`config.mk`:
```
export PLATFORM = sky130hd
export DESIGN_NAME = lpddr_init_seq
export DESIGN_NICKNAME = d
export VERILOG_FILES = /design/src/rtl/lpddr_init_pkg.sv /design/src/rtl/lpddr_init_timer.sv /design/src/rtl/lpddr_mode_word.sv /design/src/rtl/lpddr_cmd_drive.sv /design/src/rtl/lpddr_init_seq.sv
export SDC_FILE = /design/constraint.sdc
export NUM_CORES = 1
export LEC_CHECK = 0
export ABC_AREA = 0
export BUFFER_PORTS_ARGS = -buffer_cell sky130_fd_sc_hd__buf_2
export CAP_MARGIN = 5
export CORE_MARGIN = 2
export CORE_UTILIZATION = 30
export DETAILED_ROUTE_END_ITERATION = 10
export SYNTH_ARGS = -nofsm -noshare
export SYNTH_HDL_FRONTEND = slang
export SYNTH_SLANG_ARGS = --single-unit
export TNS_END_PERCENT = 1
```
`constraint.sdc`:
```
create_clock -name clk -period 4.6 [get_ports clk]
set_input_delay 0.46 -clock clk [delete_from_list [all_inputs] [get_ports clk]]
set_output_delay 0.46 -clock clk [all_outputs]
set_load 0.005 [all_outputs]
```
`src/rtl/lpddr_init_pkg.sv`:
```
package lpddr_init_pkg;

   typedef enum logic [1:0] {
      CMD_NOP,
      CMD_PRE,
      CMD_AREF,
      CMD_MODE
   } mem_cmd_e;

   typedef enum logic [3:0] {
      ST_STABLE,
      ST_PRE,
      ST_PRE_WAIT,
      ST_AREF,
      ST_AREF_WAIT,
      ST_MRS,
      ST_MRS_WAIT,
      ST_EMRS,
      ST_EMRS_WAIT,
      ST_READY
   } init_state_e;

   typedef struct packed {
      logic cs_n;
      logic ras_n;
      logic cas_n;
      logic we_n;
   } cmd_pins_t;

   function automatic cmd_pins_t encode_cmd(input mem_cmd_e c);
      cmd_pins_t p;
      unique case (c)
         CMD_PRE:  p = '{cs_n: 1'b0, ras_n: 1'b0, cas_n: 1'b1, we_n: 1'b0};
         CMD_AREF: p = '{cs_n: 1'b0, ras_n: 1'b0, cas_n: 1'b0, we_n: 1'b1};
         CMD_MODE: p = '{cs_n: 1'b0, ras_n: 1'b0, cas_n: 1'b0, we_n: 1'b0};
         default:  p = '{cs_n: 1'b0, ras_n: 1'b1, cas_n: 1'b1, we_n: 1'b1};
      endcase
      return p;
   endfunction

endpackage

```
`src/rtl/lpddr_init_timer.sv`:
```
module lpddr_init_timer #(
   parameter int unsigned W         = 16,
   parameter int unsigned RESET_VAL = 0
) (
   input  logic         clk,
   input  logic         rst_n,
   input  logic         load,
   input  logic [W-1:0] load_val,
   output logic         expired
);

   if (W < 1 || W > 31) begin : g_bad_width
      $error("lpddr_init_timer: W out of range");
   end
   if (RESET_VAL >= (32'd1 << W)) begin : g_bad_reset
      $error("lpddr_init_timer: RESET_VAL does not fit in W bits");
   end

   logic [W-1:0] cnt_q;

   always_ff @(posedge clk or negedge rst_n) begin
      if (!rst_n) begin
         cnt_q <= W'(RESET_VAL);
      end else if (load) begin
         cnt_q <= load_val;
      end else if (cnt_q != '0) begin
         cnt_q <= cnt_q - W'(1);
      end
   end

   assign expired = (cnt_q == '0);

   // once run out, the timer stays expired until it is reloaded
   a_r2_timer_settles: assert property (@(posedge clk) disable iff (!rst_n)
      (expired && !load) |=> expired);

endmodule

```
`src/rtl/lpddr_mode_word.sv`:
```
module lpddr_mode_word #(
   parameter int unsigned ROW_W   = 13,
   parameter int unsigned CAS_LAT = 3
) (
   input  logic [1:0]       burst_sel,
   input  logic             interleave,
   input  logic [1:0]       pasr_sel,
   input  logic [1:0]       drive_sel,
   output logic [ROW_W-1:0] mrs_word,
   output logic [ROW_W-1:0] emrs_word,
   output logic             emrs_needed
);

   if (ROW_W < 11) begin : g_bad_row
      $error("lpddr_mode_word: ROW_W must be at least 11");
   end
   if (CAS_LAT != 3) begin : g_bad_cl
      $error("lpddr_mode_word: only CAS latency 3 is supported");
   end

   localparam logic [2:0] CL_CODE   = 3'(CAS_LAT);
   localparam logic [1:0] DRV_HALF  = 2'b01;

   logic [2:0] bl_code;
   logic [2:0] pasr_code;

   always_comb begin
      unique case (burst_sel)
         2'b00:   bl_code = 3'b001;
         2'b01:   bl_code = 3'b010;
         default: bl_code = 3'b011;
      endcase
      unique case (pasr_sel)
         2'b01:   pasr_code = 3'b001;
         2'b10:   pasr_code = 3'b010;
         default: pasr_code = 3'b000;
      endcase
   end

   always_comb begin
      mrs_word      = '0;
      mrs_word[2:0] = bl_code;
      mrs_word[3]   = interleave;
      mrs_word[6:4] = CL_CODE;
   end

   always_comb begin
      emrs_word      = '0;
      emrs_word[2:0] = pasr_code;
      emrs_word[6:5] = drive_sel;
   end

   assign emrs_needed = (pasr_code != 3'b000) || (drive_sel != DRV_HALF);

endmodule

```
`src/rtl/lpddr_cmd_drive.sv`:
```
module lpddr_cmd_drive
   import lpddr_init_pkg::*;
#(
   parameter int unsigned ROW_W  = 13,
   parameter int unsigned BANK_W = 2
) (
   input  mem_cmd_e          cmd,
   input  logic              ext_sel,
   input  logic [ROW_W-1:0]  mode_word,
   output cmd_pins_t         pins,
   output logic [BANK_W-1:0] ba,
   output logic [ROW_W-1:0]  addr
);

   localparam int unsigned AP_BIT  = 10;
   localparam int unsigned EXT_BIT = 1;

   always_comb begin
      pins = encode_cmd(cmd);
      ba   = '0;
      addr = '0;
      unique case (cmd)
         CMD_PRE:  addr[AP_BIT] = 1'b1;
         CMD_MODE: begin
            addr        = mode_word;
            ba[EXT_BIT] = ext_sel;
         end
         default: ;
      endcase
   end

endmodule

```
`src/rtl/lpddr_init_seq.sv`:
```
module lpddr_init_seq
   import lpddr_init_pkg::*;
#(
   parameter int unsigned ROW_W    = 13,
   parameter int unsigned BANK_W   = 2,
   parameter int unsigned CAS_LAT  = 3,
   parameter int unsigned T_STABLE = 40000,
   parameter int unsigned T_RP     = 4,
   parameter int unsigned T_ARFC   = 16,
   parameter int unsigned T_MRD    = 2,
   parameter int unsigned N_AREF   = 2
) (
   input  logic              clk,
   input  logic              rst_n,
   input  logic [1:0]        cfg_burst_sel,
   input  logic              cfg_interleave,
   input  logic [1:0]        cfg_pasr_sel,
   input  logic [1:0]        cfg_drive_sel,
   input  logic              emrs_req,
   input  logic              banks_idle,
   output logic              mem_cke,
   output logic              mem_cs_n,
   output logic              mem_ras_n,
   output logic              mem_cas_n,
   output logic              mem_we_n,
   output logic [BANK_W-1:0] mem_ba,
   output logic [ROW_W-1:0]  mem_addr,
   output logic              init_ready
);

   localparam int unsigned T_GAP_MAX = (T_RP > T_ARFC) ? ((T_RP > T_MRD) ? T_RP : T_MRD)
                                                      : ((T_ARFC > T_MRD) ? T_ARFC : T_MRD);
   localparam int unsigned T_MAX     = (T_STABLE > T_GAP_MAX) ? T_STABLE : T_GAP_MAX;
   localparam int unsigned TW        = $clog2(T_MAX + 1);
   localparam int unsigned CW        = $clog2(N_AREF + 1);

   if (N_AREF < 2) begin : g_bad_aref
      $error("lpddr_init_seq: at least two refresh commands are required");
   end
   if (T_RP < 2 || T_ARFC < 2 || T_MRD < 2 || T_STABLE < 1) begin : g_bad_timing
      $error("lpddr_init_seq: command spacing must be two cycles or more");
   end
   if (BANK_W < 2) begin : g_bad_bank
      $error("lpddr_init_seq: BANK_W must be at least 2");
   end

   init_state_e       state_q, state_d;
   logic [CW-1:0]     aref_q;
   logic              tmr_load;
   logic [TW-1:0]     tmr_val;
   logic              tmr_expired;
   mem_cmd_e          cmd;
   logic              ext_sel;
   logic [ROW_W-1:0]  mrs_word, emrs_word, mode_word;
   logic              emrs_needed;
   cmd_pins_t         pins;

   // wait loads: a command state always hands over to its wait state
   always_comb begin
      tmr_load = 1'b1;
      unique case (state_q)
         ST_PRE:           tmr_val = TW'(T_RP - 2);
         ST_AREF:          tmr_val = TW'(T_ARFC - 2);
         ST_MRS, ST_EMRS:  tmr_val = TW'(T_MRD - 2);
         default: begin
            tmr_load = 1'b0;
            tmr_val  = '0;
         end
      endcase
   end

   always_comb begin
      state_d = state_q;
      unique case (state_q)
         ST_STABLE:    if (tmr_expired) state_d = ST_PRE;
         ST_PRE:       state_d = ST_PRE_WAIT;
         ST_PRE_WAIT:  if (tmr_expired) state_d = ST_AREF;
         ST_AREF:      state_d = ST_AREF_WAIT;
         ST_AREF_WAIT: if (tmr_expired)
                          state_d = (aref_q == CW'(N_AREF)) ? ST_MRS : ST_AREF;
         ST_MRS:       state_d = ST_MRS_WAIT;
         ST_MRS_WAIT:  if (tmr_expired)
                          state_d = emrs_needed ? ST_EMRS : ST_READY;
         ST_EMRS:      state_d = ST_EMRS_WAIT;
         ST_EMRS_WAIT: if (tmr_expired) state_d = ST_READY;
         ST_READY:     if (emrs_req && banks_idle) state_d = ST_EMRS;
         default:      state_d = ST_STABLE;
      endcase
   end

   always_ff @(posedge clk or negedge rst_n) begin
      if (!rst_n) begin
         state_q <= ST_STABLE;
         aref_q  <= '0;
      end else begin
         state_q <= state_d;
         if (state_q == ST_AREF) aref_q <= aref_q + CW'(1);
      end
   end

   lpddr_init_timer #(
      .W         (TW),
      .RESET_VAL (T_STABLE - 1)
   ) i_timer (
      .clk      (clk),
      .rst_n    (rst_n),
      .load     (tmr_load),
      .load_val (tmr_val),
      .expired  (tmr_expired)
   );

   lpddr_mode_word #(
      .ROW_W   (ROW_W),
      .CAS_LAT (CAS_LAT)
   ) i_mode_word (
      .burst_sel   (cfg_burst_sel),
      .interleave  (cfg_interleave),
      .pasr_sel    (cfg_pasr_sel),
      .drive_sel   (cfg_drive_sel),
      .mrs_word    (mrs_word),
      .emrs_word   (emrs_word),
      .emrs_needed (emrs_needed)
   );

   always_comb begin
      unique case (state_q)
         ST_PRE:           cmd = CMD_PRE;
         ST_AREF:          cmd = CMD_AREF;
         ST_MRS, ST_EMRS:  cmd = CMD_MODE;
         default:          cmd = CMD_NOP;
      endcase
   end

   assign ext_sel   = (state_q == ST_EMRS);
   assign mode_word = ext_sel ? emrs_word : mrs_word;

   lpddr_cmd_drive #(
      .ROW_W  (ROW_W),
      .BANK_W (BANK_W)
   ) i_cmd_drive (
      .cmd       (cmd),
      .ext_sel   (ext_sel),
      .mode_word (mode_word),
      .pins      (pins),
      .ba        (mem_ba),
      .addr      (mem_addr)
   );

   assign mem_cke    = 1'b1;
   assign mem_cs_n   = pins.cs_n;
   assign mem_ras_n  = pins.ras_n;
   assign mem_cas_n  = pins.cas_n;
   assign mem_we_n   = pins.we_n;
   assign init_ready = (state_q == ST_READY);

   // every sequence command is followed by at least one NOP
   a_r2_cmd_gap: assert property (@(posedge clk) disable iff (!rst_n)
      (cmd != CMD_NOP) |=> (cmd == CMD_NOP));

   // precharge on the pins always carries the all-bank bit
   a_r3_pre_all: assert property (@(posedge clk) disable iff (!rst_n)
      (!mem_cs_n && !mem_ras_n && mem_cas_n && !mem_we_n) |-> mem_addr[10]);

   // register loads only select the normal or the extended register
   a_r6_reg_select: assert property (@(posedge clk) disable iff (!rst_n)
      (!mem_cs_n && !mem_ras_n && !mem_cas_n && !mem_we_n) |->
         (mem_ba == BANK_W'(0) || mem_ba == BANK_W'(2)));

   // ready only rises after a settling NOP
   a_r7_ready_after_nop: assert property (@(posedge clk) disable iff (!rst_n)
      $rose(init_ready) |-> $past(cmd == CMD_NOP));

   // ready only drops because an accepted request arrived
   a_r8_drop_on_request: assert property (@(posedge clk) disable iff (!rst_n)
      $fell(init_ready) |-> $past(emrs_req && banks_idle));

   // without an accepted request, ready holds
   a_r9_ready_holds: assert property (@(posedge clk) disable iff (!rst_n)
      (init_ready && !(emrs_req && banks_idle)) |=> init_ready);

endmodule

```
==> results.cfg <==
[yosys]
async_flop_share_pct = 100
ys_seq_elements = 22
synth-main-ff-cell = dfrtp_1
synth_cell_type_count = 48
netlist_instances = 174
synth.avg_cell_area_sq_um = 8.77
yosysSeqAreaShare_pct = 36.9
yosys_warnings = 0
synth_edf_count = 0
synth_area_sq_mm = 0.00153

[setup_path]
critical_path_class = flop to output port
cp.arrival_ns = 2.37
crit_path_start_kind = flop
slowest_delay_ns = 0.68
crit_buf_inv = 3
slowest_stage = nor2_1
path_max_fanout = 16
crit_top_cell = inv_1
timing.critical_path.cells = inv_1 -> nor2_1 -> inv_1 -> nor3_1 -> buf_2
critical_path.top_delay_family = simple AND/OR/NAND/NOR gates
cp.required_ns = 4.14
worstSetupEndpointType = output port

[placed_design]
place_congestion = 0.853
place_inst = 253
place_area_sq_mm = 0.00165
place_ws_ns = 2.09
dp_hpwl_um = 2390
placement.io_buffers = 22

[cts]
cts_made_buffers = 3
clk_pin_slew_worst_paths_ns = 0.08
clk_latency_ns = 0.26
root_buffer = clkbuf_8
cts_buffer_depth = 2
ctsHoldBuffers = 0
cts_setup_buffers = 0
clkSinkCount = 22
cts_resized = 0
h-tree-depth = 1
cts_tree = done

[route]
final_antenna_net_count = 0
finalWirelength_um = 3320
routed-wl-met2_um = 1470
avgRoutedWirePerCell_um = 12.9
highest_layer = met4
first_pass_iters = 5
drt_iter0_drc = 52
vias_per_cell = 5.14
vias = 1321
route.detailed.drc = 0
wl_met3_um = 108
wl_met1_um = 1710

[timing]
relSlewSlack_pct = 43.3
drv_slew = 0
setup_slack_ns = 1.77
hold_viol = 0
max_slew.worst_pin.slew_ns = 0.847
fin_setup_tns_ns = 0
hold_slack_ns = 0.158
rsz0062_at_grt = false
fin_skew_ns = 0.00269
post-route-period-util_pct = 61.6
fmax_mhz = 353
period_minus_slack_ns = 2.83
setup_viol = 0

[pwr]
p_switching_uw = 473
cellPowerDensity_mw_per_mm2 = 631
power_frac_seq_pct = 38.1
p_clk_share_pct = 13.2
p_leak_nw = 0.731
combPwrFrac_pct = 48.7
intPower_uw = 600
switching_share_pct = 44.1
vdd_drop_max_mv = 0.262

[floorplan]
die_h_um = 75.3
die_w_um = 75.3
core_area_sq_mm = 0.00482
dieArea_sq_mm = 0.00567
start_util_pct = 31.7
core.rowCount = 25
io-pin-count = 32

[worst_hold_path]
hold_path.class = input pin to async pin

[global_routing]
grt_remaining_overflow = 0
antenna_found_initial = 0
grt_pass1_wl_um = 5350
grt_pass1_vias = 1119
grt_usage_pct = 12.1
grt_max_degree = 23

[finish]
layout.cells.non_filler = 257
nFillCells = 517
register_area_sq_um = 563
multi_input_area_sq_um = 855
fin_nets = 206
antenna_cells = 0
layout_commonest_cell = buf_2
drive_above_1_share_pct = 23.2
stdcell_area_sq_mm = 0.00170
final_cell_mix = buf_2, nor2_1, dfrtp_1
syn_to_final_growth_pct = 11.5

[outcome]
outcome = finished clean

[flow_run]
max_cap_viol_count = 0
[final timing paths]
kind	start	endpoint	slack, ns	depth (start not counted)
worst max register to register	state_q[0]	aref_q[1]	2.08	6
worst min register to register	aref_q[0]	aref_q[0]	0.48	1
max in group asynchronous	rst_n	i_timer.cnt_q[1]	4.09	1
worst max-delay path	state_q[0]	mem_addr[10]	1.77	5
worst min-delay path	rst_n	i_timer.cnt_q[7]	0.16	1
min in group clk	aref_q[0]	aref_q[0]	0.48	1
[sequential cells by signal, summed over array words and instances (netlist names)]
signal,count
aref_q,2
i_timer.cnt_q,16
state_q,4
[worst register-to-register path: stages, from the launching register on]
cell and delay, ns:
dfrtp_1 0.46, inv_1 0.13, nor2_1 0.68, inv_1 0.46, or3_1 0.51, nand2_1 0.09
o21ai_0 0.07
[per-layer routing]
layer  GRT usage [%]  vias up
met5               0        -
met4            3.70        0
met3            1.59        5
met2            17.2       31
met1            18.9      629
li1                -      656
[power groups by stage]
stage	Combinational (mW)	Clock (mW)	Sequential (mW)
floorplan	0.456	0	0.363
finish	0.523	0.141	0.409
global placement	0.520	0	0.410
CTS	0.526	0.147	0.408
global route	0.593	0.152	0.427
detailed placement	0.523	0	0.412
[final cells by class]
type                       instances  share of cell area, %
inverter                           9                   1.99
timing repair buffer              22                   6.48
multi-input combinational        133                   50.3
tap                               67                   4.93
sequential                        22                   33.1
clock buffer                       4                   3.24
[Yosys cell counts (2+ instances only)]
master,count,area (sq um)
nor2_1,13,48.8
dfrtp_1,12,300
o21ai_0,11,55.1
dfstp_2,10,263
nand2_1,10,37.5
nor3_1,10,50.1
buf_4,9,67.6
a21oi_1,8,40.0
inv_1,8,30.0
or3_1,7,43.8
nand2b_1,6,37.5
clkbuf_1,5,18.8
ha_1,4,50.1
mux2i_1,4,40.0
nor4_1,4,25.0
o31ai_1,4,30.0
xnor2_1,4,35.0
or2_2,3,18.8
or4_1,3,22.5
a2111oi_0,2,17.5
a31oi_1,2,12.5
and3_1,2,12.5
buf_2,2,10.0
conb_1,2,7.51
nand3_1,2,10.0
nand3b_1,2,15.0
o21a_1,2,15.0
o41ai_1,2,17.5
or4_4,2,22.5
[metrics by stage]
step / power (mW) / utilization [%]
after global routing: 1.17 / 35.3
after floorplan: 0.819 / -
after detailed placement: 0.935 / 34.2
final: 1.07 / 35.3
after CTS: 1.08 / 35.3
after global placement: 0.930 / 34.2
[cells by family (layout without fill, tap and decap cells)]
kind of cell             after synthesis  in the layout  share of synthesized area (%)
other                                  2              9                          0.492
buffers and inverters                 26             35                           8.78
flip-flops                            22             22                           36.9
multiplexers                           5              5                           3.36
AND/OR/NAND/NOR                       68             68                           25.9
AO/OA/AOI/OAI                         43             43                           19.0
adder cells (fa/ha/maj)                4              4                           3.28
XOR/XNOR                               4              4                           2.30
Power figures use the tool's default switching activity.
